`src/rtl/sfc_pkg.sv`:
```
package sfc_pkg;

    localparam int BYTE_W    = 8;
    localparam int WORD_W    = 2 * BYTE_W;
    localparam int PHASE_CYC = 24;
    localparam int TRIAL_CYC = 12;

    function automatic int frame_cycles(input int bits, input int ph, input int tr);
        return 2 * ph + bits * tr;
    endfunction

    function automatic int max2(input int a, input int b);
        return (a > b) ? a : b;
    endfunction

    localparam int FRAME_CYC = frame_cycles(WORD_W, PHASE_CYC, TRIAL_CYC);

    typedef enum logic [1:0] {
        PH_SAMPLE  = 2'd0,
        PH_SETTLE  = 2'd1,
        PH_CONVERT = 2'd2
    } phase_e;

endpackage

```
`src/rtl/sfc_frame_timer.sv`:
```
module sfc_frame_timer
    import sfc_pkg::*;
#(
    parameter int WORD_W    = sfc_pkg::WORD_W,
    parameter int PHASE_CYC = sfc_pkg::PHASE_CYC,
    parameter int TRIAL_CYC = sfc_pkg::TRIAL_CYC,
    localparam int SUB_W    = $clog2(max2(PHASE_CYC, TRIAL_CYC)),
    localparam int TRL_W    = $clog2(WORD_W)
) (
    input  logic             clk,
    input  logic             rst,
    output phase_e           phase,
    output logic [SUB_W-1:0] sub,
    output logic [TRL_W-1:0] trial,
    output logic             trial_last,
    output logic             frame_last
);

    logic wrap;

    always_comb begin
        if (phase == PH_CONVERT)
            wrap = (sub == SUB_W'(TRIAL_CYC - 1));
        else
            wrap = (sub == SUB_W'(PHASE_CYC - 1));
    end

    assign trial_last = (phase == PH_CONVERT) && (sub == SUB_W'(TRIAL_CYC - 1));
    assign frame_last = trial_last && (trial == TRL_W'(WORD_W - 1));

    always_ff @(posedge clk) begin
        if (rst) begin
            phase <= PH_SAMPLE;
            sub   <= '0;
            trial <= '0;
        end else if (wrap) begin
            sub <= '0;
            case (phase)
                PH_SAMPLE: phase <= PH_SETTLE;
                PH_SETTLE: begin
                    phase <= PH_CONVERT;
                    trial <= '0;
                end
                default: begin
                    if (trial == TRL_W'(WORD_W - 1)) begin
                        phase <= PH_SAMPLE;
                        trial <= '0;
                    end else begin
                        trial <= trial + 1'b1;
                    end
                end
            endcase
        end else begin
            sub <= sub + 1'b1;
        end
    end

endmodule

```
`src/rtl/sfc_sar_core.sv`:
```
module sfc_sar_core
    import sfc_pkg::*;
#(
    parameter int WORD_W = sfc_pkg::WORD_W,
    localparam int TRL_W = $clog2(WORD_W)
) (
    input  logic              clk,
    input  logic              rst,
    input  phase_e            phase,
    input  logic [TRL_W-1:0]  trial,
    input  logic              decide,
    input  logic              frame_last,
    input  logic              cmp_hi,
    output logic [WORD_W-1:0] trial_code,
    output logic [WORD_W-1:0] result,
    output logic              done
);

    logic [WORD_W-1:0] acc;
    logic [WORD_W-1:0] mask;

    // Trial 0 tests the MSB; later trials walk down one bit each.
    assign mask       = WORD_W'(1) << (TRL_W'(WORD_W - 1) - trial);
    assign trial_code = acc | mask;

    always_ff @(posedge clk) begin
        if (rst) begin
            acc    <= '0;
            result <= '0;
            done   <= 1'b0;
        end else begin
            done <= frame_last;
            if (phase != PH_CONVERT)
                acc <= '0;
            else if (decide && cmp_hi)
                acc <= acc | mask;
            if (frame_last)
                result <= cmp_hi ? (acc | mask) : acc;
        end
    end

endmodule

```
`src/rtl/sfc_dac_mux.sv`:
```
module sfc_dac_mux
    import sfc_pkg::*;
#(
    parameter int BYTE_W  = sfc_pkg::BYTE_W,
    parameter int WORD_W  = sfc_pkg::WORD_W,
    parameter int SUB_W   = 5,
    localparam int LANES  = WORD_W / BYTE_W
) (
    input  phase_e            phase,
    input  logic [SUB_W-1:0]  sub,
    input  logic [WORD_W-1:0] left_word,
    input  logic [WORD_W-1:0] right_word,
    input  logic [WORD_W-1:0] trial_code,
    output logic [BYTE_W-1:0] dac_byte,
    output logic [LANES-1:0]  lane_stb,
    output logic              track_sw,
    output logic              hold_left,
    output logic              hold_right
);

    logic [WORD_W-1:0] word;
    logic [BYTE_W-1:0] lane_byte [LANES];

    always_comb begin
        case (phase)
            PH_SAMPLE: word = left_word;
            PH_SETTLE: word = right_word;
            default:   word = trial_code;
        endcase
    end

    // Lane 0 is the most significant byte and goes out on the first cycle.
    for (genvar k = 0; k < LANES; k++) begin : g_lane
        assign lane_stb[k]  = (sub == SUB_W'(k));
        assign lane_byte[k] = word[WORD_W-1-k*BYTE_W -: BYTE_W];
    end

    always_comb begin
        dac_byte = lane_byte[LANES-1];
        for (int k = 0; k < LANES; k++)
            if (lane_stb[k]) dac_byte = lane_byte[k];
    end

    assign track_sw   = (phase == PH_SAMPLE);
    assign hold_left  = (phase == PH_SAMPLE);
    assign hold_right = (phase == PH_SETTLE);

endmodule

```
`src/rtl/sfc_seq.sv`:
```
module sfc_seq
    import sfc_pkg::*;
#(
    parameter int BYTE_W    = sfc_pkg::BYTE_W,
    parameter int PHASE_CYC = sfc_pkg::PHASE_CYC,
    parameter int TRIAL_CYC = sfc_pkg::TRIAL_CYC,
    localparam int WORD_W   = 2 * BYTE_W,
    localparam int SUB_W    = $clog2(max2(PHASE_CYC, TRIAL_CYC)),
    localparam int TRL_W    = $clog2(WORD_W)
) (
    input  logic              clk,
    input  logic              rst,
    input  logic              cmp_hi,
    input  logic [WORD_W-1:0] left_word,
    input  logic [WORD_W-1:0] right_word,
    output logic [BYTE_W-1:0] dac_byte,
    output logic              hi_latch,
    output logic              lo_latch,
    output logic              track_sw,
    output logic              hold_left,
    output logic              hold_right,
    output logic [WORD_W-1:0] conv_word,
    output logic              frame_done
);

    phase_e            phase;
    logic [SUB_W-1:0]  sub;
    logic [TRL_W-1:0]  trial;
    logic              trial_last;
    logic              frame_last;
    logic [WORD_W-1:0] trial_code;
    logic [1:0]        stb;

    sfc_frame_timer #(
        .WORD_W(WORD_W), .PHASE_CYC(PHASE_CYC), .TRIAL_CYC(TRIAL_CYC)
    ) u_timer (
        .clk(clk), .rst(rst), .phase(phase), .sub(sub), .trial(trial),
        .trial_last(trial_last), .frame_last(frame_last)
    );

    sfc_sar_core #(.WORD_W(WORD_W)) u_sar (
        .clk(clk), .rst(rst), .phase(phase), .trial(trial),
        .decide(trial_last), .frame_last(frame_last), .cmp_hi(cmp_hi),
        .trial_code(trial_code), .result(conv_word), .done(frame_done)
    );

    sfc_dac_mux #(.BYTE_W(BYTE_W), .WORD_W(WORD_W), .SUB_W(SUB_W)) u_mux (
        .phase(phase), .sub(sub), .left_word(left_word), .right_word(right_word),
        .trial_code(trial_code), .dac_byte(dac_byte), .lane_stb(stb),
        .track_sw(track_sw), .hold_left(hold_left), .hold_right(hold_right)
    );

    assign hi_latch = stb[0];
    assign lo_latch = stb[1];

endmodule

```
`config.mk`:
```
export PLATFORM = sky130hd
export DESIGN_NAME = sfc_seq
export DESIGN_NICKNAME = d
export VERILOG_FILES = /design/src/rtl/sfc_pkg.sv /design/src/rtl/sfc_frame_timer.sv /design/src/rtl/sfc_sar_core.sv /design/src/rtl/sfc_dac_mux.sv /design/src/rtl/sfc_seq.sv
export SDC_FILE = /design/constraint.sdc
export NUM_CORES = 1
export LEC_CHECK = 0
export ABC_AREA = 1
export BUFFER_PORTS_ARGS = -buffer_cell sky130_fd_sc_hd__buf_2
export CAP_MARGIN = 30
export CORE_ASPECT_RATIO = 1.75
export CORE_MARGIN = 2
export CORE_UTILIZATION = 47
export DETAILED_ROUTE_END_ITERATION = 10
export GPL_ROUTABILITY_DRIVEN = 1
export PLACE_DENSITY = 0.77
export SKIP_LAST_GASP = 1
export SLEW_MARGIN = 20
export SYNTH_ARGS = -nofsm -noshare
export SYNTH_HDL_FRONTEND = slang
export SYNTH_SLANG_ARGS = --single-unit
```
`constraint.sdc`:
```
create_clock -name clk -period 1.5 [get_ports clk]
set_input_delay 0.3 -clock clk [delete_from_list [all_inputs] [get_ports clk]]
set_output_delay 0.3 -clock clk [all_outputs]
set_load 0.01 [all_outputs]
```
# Word-level counts from Yosys, hierarchy flattened
# Index checks and enable logic that the tools add are counted.
classes:
  addsub: 3
  eq_ne: 7
  shift: 1
  n_mux: 9
  n_bitwise: 2
  reduce_logical: 10
op_table:
  columns: ["cell", "n"]
  rows:
  - ["$pmux W16 S2", 1]
  - ["$mux W16", 1]
  - ["$mux W8", 2]
  - ["$or A16 B16 Y16", 1]
  - ["$shl A1 B4 Y16 const A", 1]
  - ["$pmux W4 S2", 1]
  - ["$add A5 B1 Y5 const B", 1]
  - ["$eq A5 B1 Y1 const B", 1]
  - ["$eq A5 B4 Y1 const B", 1]
  - ["$eq A5 B5 Y1 const B", 1]
  - ["$logic_not A5 Y1", 1]
  - ["$add A4 B1 Y4 const B", 1]
  - ["$eq A4 B4 Y1 const B", 1]
  - ["$mux W4", 1]
  - ["$pmux W2 S2", 1]
  - ["$reduce_and A2 Y1", 2]
  - ["$reduce_or A2 Y1", 2]
  - ["$sub A4 B4 Y4 const A", 1]
  - ["$logic_and A1 B1 Y1", 3]
  - ["$reduce_bool A3 Y1", 1]
  - ["$eq A2 B1 Y1 const B", 1]
  - ["$eq A2 B2 Y1 const B", 1]
  - ["$logic_not A2 Y1", 1]
  - ["$mux W2", 1]
  - ["3 further kinds", 3]
totals:
  reg_bits: 44
  inputBits: 35
  out_inout_bits: 30
  word_cells: 38

# Longest topological paths before layout
# Gate-level depths: netlist of run 1.
depth:
  word_depth: 6
  mapped_depth: 9
  depth_no_buf: 9

# Hierarchy
# From an unflattened synthesis of run 1, not the netlist that was laid out.
hier_totals:
  cells_unflattened: 416
  area_unflattened_um2: 2625.0
by_module_without_submodules:
  columns: ["module", "n_inst", "cells_per_inst", "area_per_inst_um2", "seq_area_each_um2"]
  rows:
  - ["sfc_sar_core", 1, 222, 1497.7, 660.6]
  - ["sfc_frame_timer", 1, 86, 619.3, 220.2]
  - ["sfc_dac_mux", 1, 108, 508.0, 0.0]

# Least setup slack after synthesis of run 1
# OpenSTA, ideal clock, no wires.
synth_path:
  path_kind: "flip-flop to output port"
  startpoint: "register u_timer.sub[0]"
  endpoint: "output port dac_byte[5]"
  t_arrival_ps: 1374
  required_ps: 1200
  path_slack_ps: -174
  path_stages_with_launch: 10
  n_path_buf: 0
  cell_sequence: "dfxtp_1 > inv_1 > ha_1 > nand2_1 > nor2_1 > nand2_1 > inv_1 > nand4_1 > nand2_1 > inv_1"
synth_via:
  elab_chain_cells: 3
  elab_cells_between_ends: 4
  classes_between: "1 x eq/ne; 2 x mux; 1 x reduce/logical"
synth_lines:
  columns: ["element", "line", "text"]
  rows:
  - ["start, declared", "sfc_frame_timer.sv:13", "output logic [SUB_W-1:0] sub,"]
  - ["start signal, assigned", "sfc_frame_timer.sv:54", "sub <= sub + 1'b1;"]
  - ["$logic_not A5 Y1", "sfc_dac_mux.sv:34", "assign lane_stb[k] = (sub == SUB_W'(k));"]
  - ["named net hi_latch", "sfc_seq.sv:17", "output logic hi_latch,"]
  - ["$mux W8 (2 in series)", "sfc_dac_mux.sv:41", "if (lane_stb[k]) dac_byte = lane_byte[k];"]
  - ["end, declared", "sfc_seq.sv:16", "output logic [BYTE_W-1:0] dac_byte,"]
# The timed path passes the listed nets, and every way through them passes these cells.

# Final worst setup path of run 1
layout_path:
  startpoint: "register u_timer.trial[1]"
  endpoint: "output port dac_byte[3]"
layout_via:
  elab_chain_cells: 6
layout_lines:
  columns: ["element", "line", "text"]
  rows:
  - ["start, declared", "sfc_frame_timer.sv:14", "output logic [TRL_W-1:0] trial,"]
  - ["start signal, assigned", "sfc_frame_timer.sv:49", "trial <= trial + 1'b1;"]
  - ["$sub A4 B4 Y4 (*)", "sfc_sar_core.sv:23", "assign mask = WORD_W'(1) << (TRL_W'(WORD_W - 1) - trial);"]
  - ["$shl A1 B4 Y16 (*)", "sfc_sar_core.sv:23", null]
  - ["$or A16 B16 Y16 (*)", "sfc_sar_core.sv:24", "assign trial_code = acc | mask;"]
  - ["$pmux W16 S2 (*)", "sfc_dac_mux.sv:25", "case (phase)"]
  - ["$mux W8", "sfc_dac_mux.sv:41", null]
  - ["$mux W8 (*)", "sfc_dac_mux.sv:41", null]
# Mark *: on every way between the ends. The rest lies on a longest branch, timed or not.

==> results of run 1 <==
## cells in the mapped netlist, drive strengths merged
cell      n
dfxtp    44
clkinv    2
nand4    14
ha        9
o21ai    15
nand3    21
xor2      2
clkbuf    4
and2      3
a31oi     3
a21oi    35
nand2   132
o211ai    3
buf      10
a211oi    3
nor3      3
nor2     23
inv      47
## sequential cells by signal, indices dropped and copies added (netlist names)
| name | flops |
|---|---|
| u_sar.acc | 16 |
| u_timer.sub | 5 |
| u_timer.trial | 4 |
| u_timer.phase | 2 |
| u_sar.result | 16 |
| u_sar.done | 1 |
## cell families (layout without fill, tap and decap cells)
kind of cell               after synthesis  count (layout)  synth area share
and+or+nand+nor                        196             200             0.349
buffers and inverters                   63             175             0.110
AOI/OAI and AO/OA                       59              59             0.128
DFF                                     44              44             0.360
adders and majority gates                9               9            0.0460
xor gates and xnor gates                 2               2           0.00716
## stage by stage
step | total power, mW | setup TNS, ns | cells
floorplan | 1.34 | 0 | 373
global placement | 1.47 | -0.795 | 515
detailed placement | 1.47 | -1.19 | 515
CTS | 2.38 | -2.95 | 531
global route | 2.52 | -11.80 | 543
finish | 2.47 | -9.31 | 543
## power by group through the flow
stage	clock, mW	combinational (mW)	sequential [mW]
floorplan	0	0.138	1.21
global placement	0	0.262	1.21
detailed placement	0	0.266	1.21
CTS	0.904	0.302	1.18
global route	0.935	0.404	1.18
finish	0.915	0.381	1.18
## worst min-delay path, cell delays in order
cell and delay (ns):
buf_2 0.09, inv_1 0.05, nand2_1 0.14, a211oi_1 0.07
## timing repair
action	in CTS	in global routing
gates cloned	3	2
pin swaps	17	38
setup endpoints to repair	27	52
hold endpoints to repair	0	0
gates resized for setup	38	107
buffers inserted	5	12
## per-layer routing
layer / routed length, µm / GRT usage / up-vias
met4: 928 / 0.188 / 0
met2: 5660 / 0.506 / 234
met5: 0 / 0 / -
li1: - / - / 1424
met1: 3510 / 0.318 / 1516
met3: 854 / 0.0455 / 90
## final cells by class
type                       instances  area share
clock buffer                       6      0.0186
multi-input combinational        270       0.451
sequential                        44       0.231
tap                               54      0.0174
inverter                          49      0.0524
timing repair buffer             118       0.221
clock inverter                     2     0.00900
## worst paths after layout
path                                                     from                             to  slack, ns  depth (start not counted)
worst min register to register  u_sar.result[12]$_SDFFE_PP0P_  u_sar.result[12]$_SDFFE_PP0P_       0.46                          2
worst min-delay path                                      rst      u_sar.acc[3]$_SDFFE_PP0P_       0.40                          4
worst max register to register      u_timer.sub[1]$_SDFF_PP0_   u_sar.result[7]$_SDFFE_PP0P_      -0.21                         10
worst max-delay path            u_timer.trial[1]$_SDFFE_PP0P_                    dac_byte[3]      -0.55                          9
==> results.tsv, run 1 <==
stage	metric	value	unit
power_and_ir_drop	comb_power_share	0.154	
grt	grt_first_pass_wirelength	13.2	mm
logic_synthesis	seq_area_frac_synth	0.360	
placement	gp_congestion	0.994	
floorplan	die-height	99.5	µm
routing	wirelength	10.9	mm
clock_network	numCtsBuffers	5	
power_and_ir_drop	vdd_drop_max	0.852	mV
outcome	status	finished, violations left	
power_and_ir_drop	p_seq_frac	0.476	
critical_path	path_max_fanout	5	
floorplan	start_util	0.492	
floorplan	die_w	58.6	µm
routing	vias	3264	
clock_network	cts_tree	yes	
critical_path	cp-start-kind	register	
cells_and_area	regArea	898	µm²
grt	grt_antenna_before_repair	0	
grt	grt_pass1_vias	2863	
sta	period_share	1.37	
clock_network	cts.sinks	44	
clock_network	cts_root_buf	clkbuf_8	
cells_and_area	fin_util	0.782	
grt	grt_overflow	0	
cells_and_area	drive_gt1_frac	0.468	
logic_synthesis	synth_fp_nets	417	
cells_and_area	final_net_count	532	
critical_path	path_buf_inv	3	
critical_path	critical_path.cell_chain	clkinvlp_4 > ha_4 > nand2_1 > nand2_1 > nand2_1 > nand4_1 > nand2_1 > inv_1 > buf_2	
sta	tightest_slew	0.452	ns
clock_network	cts_hold_buf	0	
routing	wire_per_inst	20.2	µm
critical_path	critical_path.most_common_cell	nand2_1	
critical_path	cpPeakStageDelay	0.40	ns
power_and_ir_drop	p_sw_frac	0.258	
logic_synthesis	synth.top_cell.area_share	0.360	
grt	grt_use_total	0.292	
routing	drt_first_pass_iters	7	
sta	grt_setup_unrepaired	true	
cells_and_area	mostFrequentLayoutCells	nand2_1, buf_2, dfxtp_1, inv_1, buf_4	
critical_path	path_class	reg -> out	
clock_network	htree_levels	2	
cells_and_area	final_common_cell	nand2_1	
power_and_ir_drop	p_leak	1.80	nW
placement	dp_slack	-0.205	ns
clock_network	cts.clk_slew.worst_paths	0.09	ns
outcome	violations	negative setup slack	
placement	numPortBuffers	64	
sta	whs	0.404	ns
logic_synthesis	ys_seq_elements	44	
cells_and_area	syn_to_final_growth	59.0	%
cells_and_area	final.fill_count	316	
floorplan	rows	34	
critical_path	slowest_stage	dfxtp_4	
routing	drt-vias-per-instance	6.01	
placement	dp_hpwl	5.58	mm
sta	fin_skew	0.00944	ns
logic_synthesis	netlist_area	2450	µm²
power_and_ir_drop	p_clk_frac	0.370	
clock_network	clock_latency	0.30	ns
grt	grt_start_max_net_pins	18	
critical_path	critical_path.top_delay_family	simple AND/OR/NAND/NOR gates	
floorplan	core	4980	µm²
cells_and_area	num_antenna_cells	0	
sta	period_needed	2.05	ns
critical_path	crit_arrival	1.75	ns
critical_path	end_kind	output pin	
logic_synthesis	ys_top_cells_by_area	dfxtp_1, nand2_1, a21oi_1, inv_1, ha_1	
floorplan	ios	65	
power_and_ir_drop	p_int	1.84	mW
min_path	min_path_type	in -> reg	
routing	drt_iter0_markers	254	
sta	relSlewSlack	0.698	
power_and_ir_drop	power.switching	0.637	mW
placement	placed_cell_area	3070	µm²
sta	setup_ws	-0.550	ns
logic_synthesis	synth.distinct_cells	27	
routing	ant_nets	0	
sta	finalSetupViolCount	48	
critical_path	required	1.20	ns
logic_synthesis	syn_area_per_cell	6.56	µm²
run	max_cap_viol_count	0	
floorplan	die_area	5830	µm²
power_and_ir_drop	powerDensity	635	nW/µm²
sta	drv_slew	0	
sta	max_freq	488	MHz
logic_synthesis	syn_inst	373	
sta	hold_violations	0	
logic_synthesis	synth-warning-count	0	
cells_and_area	fin_area	3890	µm²
routing	drc	0	
logic_synthesis	yosysTopAreaCell	dfxtp_1	
cells_and_area	multiInputGateArea	1750	µm²
clock_network	clock_path_buffers	2	
Power figures use the tool's default switching activity.
==> run 2: changes to the inputs <==
- CORE_MARGIN: 2 -> 4
==> results.tsv, run 2 (same netlist as run 1, synthesis figures left out) <==
stage	metric	value	unit	change
sta	tightest_slew	0.479	ns	+0.0266 ns
placement	placed_cell_area	3080	µm²	+0.41%
floorplan	die_w	62.6	µm	+6.8%
sta	whs	0.348	ns	-0.0553 ns
outcome	violations	negative setup slack		
cells_and_area	final_common_cell	nand2_1		
cells_and_area	final_net_count	544		+2.3%
grt	grt_use_total	0.244		-0.0486
routing	dr_wl_met3	678	µm	-21%
floorplan	die_area	6470	µm²	+11%
sta	finalSetupViolCount	56		+17%
cells_and_area	num_antenna_cells	0		unchanged
placement	numPortBuffers	64		unchanged
cells_and_area	fin_util	0.803		+0.0213
clock_network	clock_path_buffers	2		unchanged
routing	drt_iter0_markers	233		-8.3%
sta	hold_violations	0		unchanged
grt	grt_overflow	0		unchanged
critical_path	path_max_fanout	6		+1
sta	tns	-8.92	ns	+0.392 ns
power_and_ir_drop	p_leak	1.85	nW	+2.8%
routing	highest_layer	met4		
critical_path	cp-start-kind	register		
cells_and_area	drive_gt1_frac	0.471		+0.00276
routing	drc	0		unchanged
cells_and_area	largestRegisters	u_sar.acc (16), u_sar.result (16), u_timer.sub (5)		
placement	dp_hpwl	5.60	mm	+0.36%
sta	max_freq	494	MHz	+1.2%
routing	wire_per_inst	18.9	µm	-6.3%
routing	drt-vias-per-instance	5.95		-1.1%
floorplan	die-height	103	µm	+4.0%
cells_and_area	syn_to_final_growth	64.7	%	
grt	grt_start_max_net_pins	18		unchanged
clock_network	cts_tree	yes		
clock_network	cts_root_buf	clkbuf_8		
routing	drt_first_pass_iters	7		unchanged
placement	dp_slack	-0.228	ns	-0.0224 ns
routing	vias	3301		+1.1%
critical_path	required	1.20	ns	about the same
critical_path	path_class	reg -> out		
routing	wl_met2	5.40	mm	-4.5%
sta	fin_skew	0.0145	ns	+0.00506 ns
run	max_cap_viol_count	0		unchanged
outcome	status	finished, violations left		
clock_network	cts.clk_slew.worst_paths	0.10	ns	about the same
sta	period_needed	2.03	ns	-0.0237 ns
sta	drv_slew	0		unchanged
floorplan	ios	65		unchanged
clock_network	numCtsBuffers	5		unchanged
sta	relSlewSlack	0.678		-0.0208
critical_path	end_kind	output pin		
clock_network	htree_levels	2		unchanged
cells_and_area	mostFrequentLayoutCells	nand2_1, buf_2, buf_4, dfxtp_1, inv_1		
routing	ant_nets	0		unchanged
clock_network	cts_hold_buf	0		unchanged
floorplan	core	5020	µm²	+0.85%
cells_and_area	fin_area	4030	µm²	+3.6%
grt	grt_antenna_before_repair	0		unchanged
grt	grt_pass1_vias	2880		+0.59%
clock_network	clock_latency	0.32	ns	+0.02 ns
power_and_ir_drop	powerDensity	626	nW/µm²	-1.5%
routing	met1_length	3.40	mm	-3.1%
clock_network	cts.sinks	44		unchanged
sta	period_share	1.35		-0.0158
sta	grt_setup_unrepaired	true		
min_path	min_path_type	in -> reg		
power_and_ir_drop	vdd_drop_max	0.663	mV	-22%
sta	setup_ws	-0.526	ns	+0.0237 ns
floorplan	rows	34		unchanged
placement	gp_congestion	0.975		-1.9%
floorplan	start_util	0.488		-0.00417
critical_path	crit_arrival	1.73	ns	-0.02 ns
routing	wirelength	10.5	mm	-4.3%
grt	grt_first_pass_wirelength	12.5	mm	-5.1%
critical_path	rrSetupSlack	-0.20	ns	about the same
==> run 2: changes by cell type in the layout (fill, tap and decap cells not counted), sizes merged <==
cell,change
inv,+2
clkinv,-1
clkbuf,-1
buf,+12
==> run 2: final cells by class <==
cell class	count	area, µm²
multi-input combinational	270	1770
fill	312	987
timing repair buffer	130	973
sequential	44	906
inverter	49	203
clock buffer	5	68.8
tap	54	67.6
clock inverter	3	46.3
==> run 2: worst paths after layout <==
kind	endpoint	from	depth (start not counted)
setup / recovery	dac_byte[7]	u_timer.trial[2]$_SDFFE_PP0P_	9
hold / removal	u_sar.result[15]$_SDFFE_PP0P_	rst	4
setup reg to reg	u_sar.result[4]$_SDFFE_PP0P_	u_timer.sub[0]$_SDFF_PP0_	10
hold reg to reg	u_sar.result[11]$_SDFFE_PP0P_	u_sar.result[11]$_SDFFE_PP0P_	2
==> run 2: critical path, cell delays in order (launching register included) <==
cell	delay (ns)
dfxtp_4	0.39
inv_1	0.15
buf_4	0.18
nand3_1	0.10
nand2_1	0.14
nand2_1	0.09
nand4_1	0.12
nand2_1	0.07
inv_1	0.06
buf_2	0.12
==> run 2: per-layer routing <==
layer / vias up / GRT usage
met5: - / 0
met4: 0 / 0.170
met3: 94 / 0.0292
met2: 223 / 0.479
met1: 1531 / 0.235
li1: 1453 / -
==> run 2: metrics by stage <==
step,cells,power [mW]
finish,555,2.52
global route,555,2.59
CTS,539,2.43
detailed placement,520,1.49
global placement,520,1.48
floorplan,373,1.34
==> run 2: where the power goes <==
part           leakage [nW]  internal, mW  switching, mW
registers             0.360          1.16        0.00594
logic                  1.44         0.178          0.208
clock network        0.0548         0.502          0.465
==> run 2: timing repair <==
action	4_1_cts	5_1_grt
buffers inserted	10	15
pin swaps	20	30
gates cloned	4	2
setup endpoints to repair	48	53
hold endpoints to repair	0	0
resized for setup	60	95
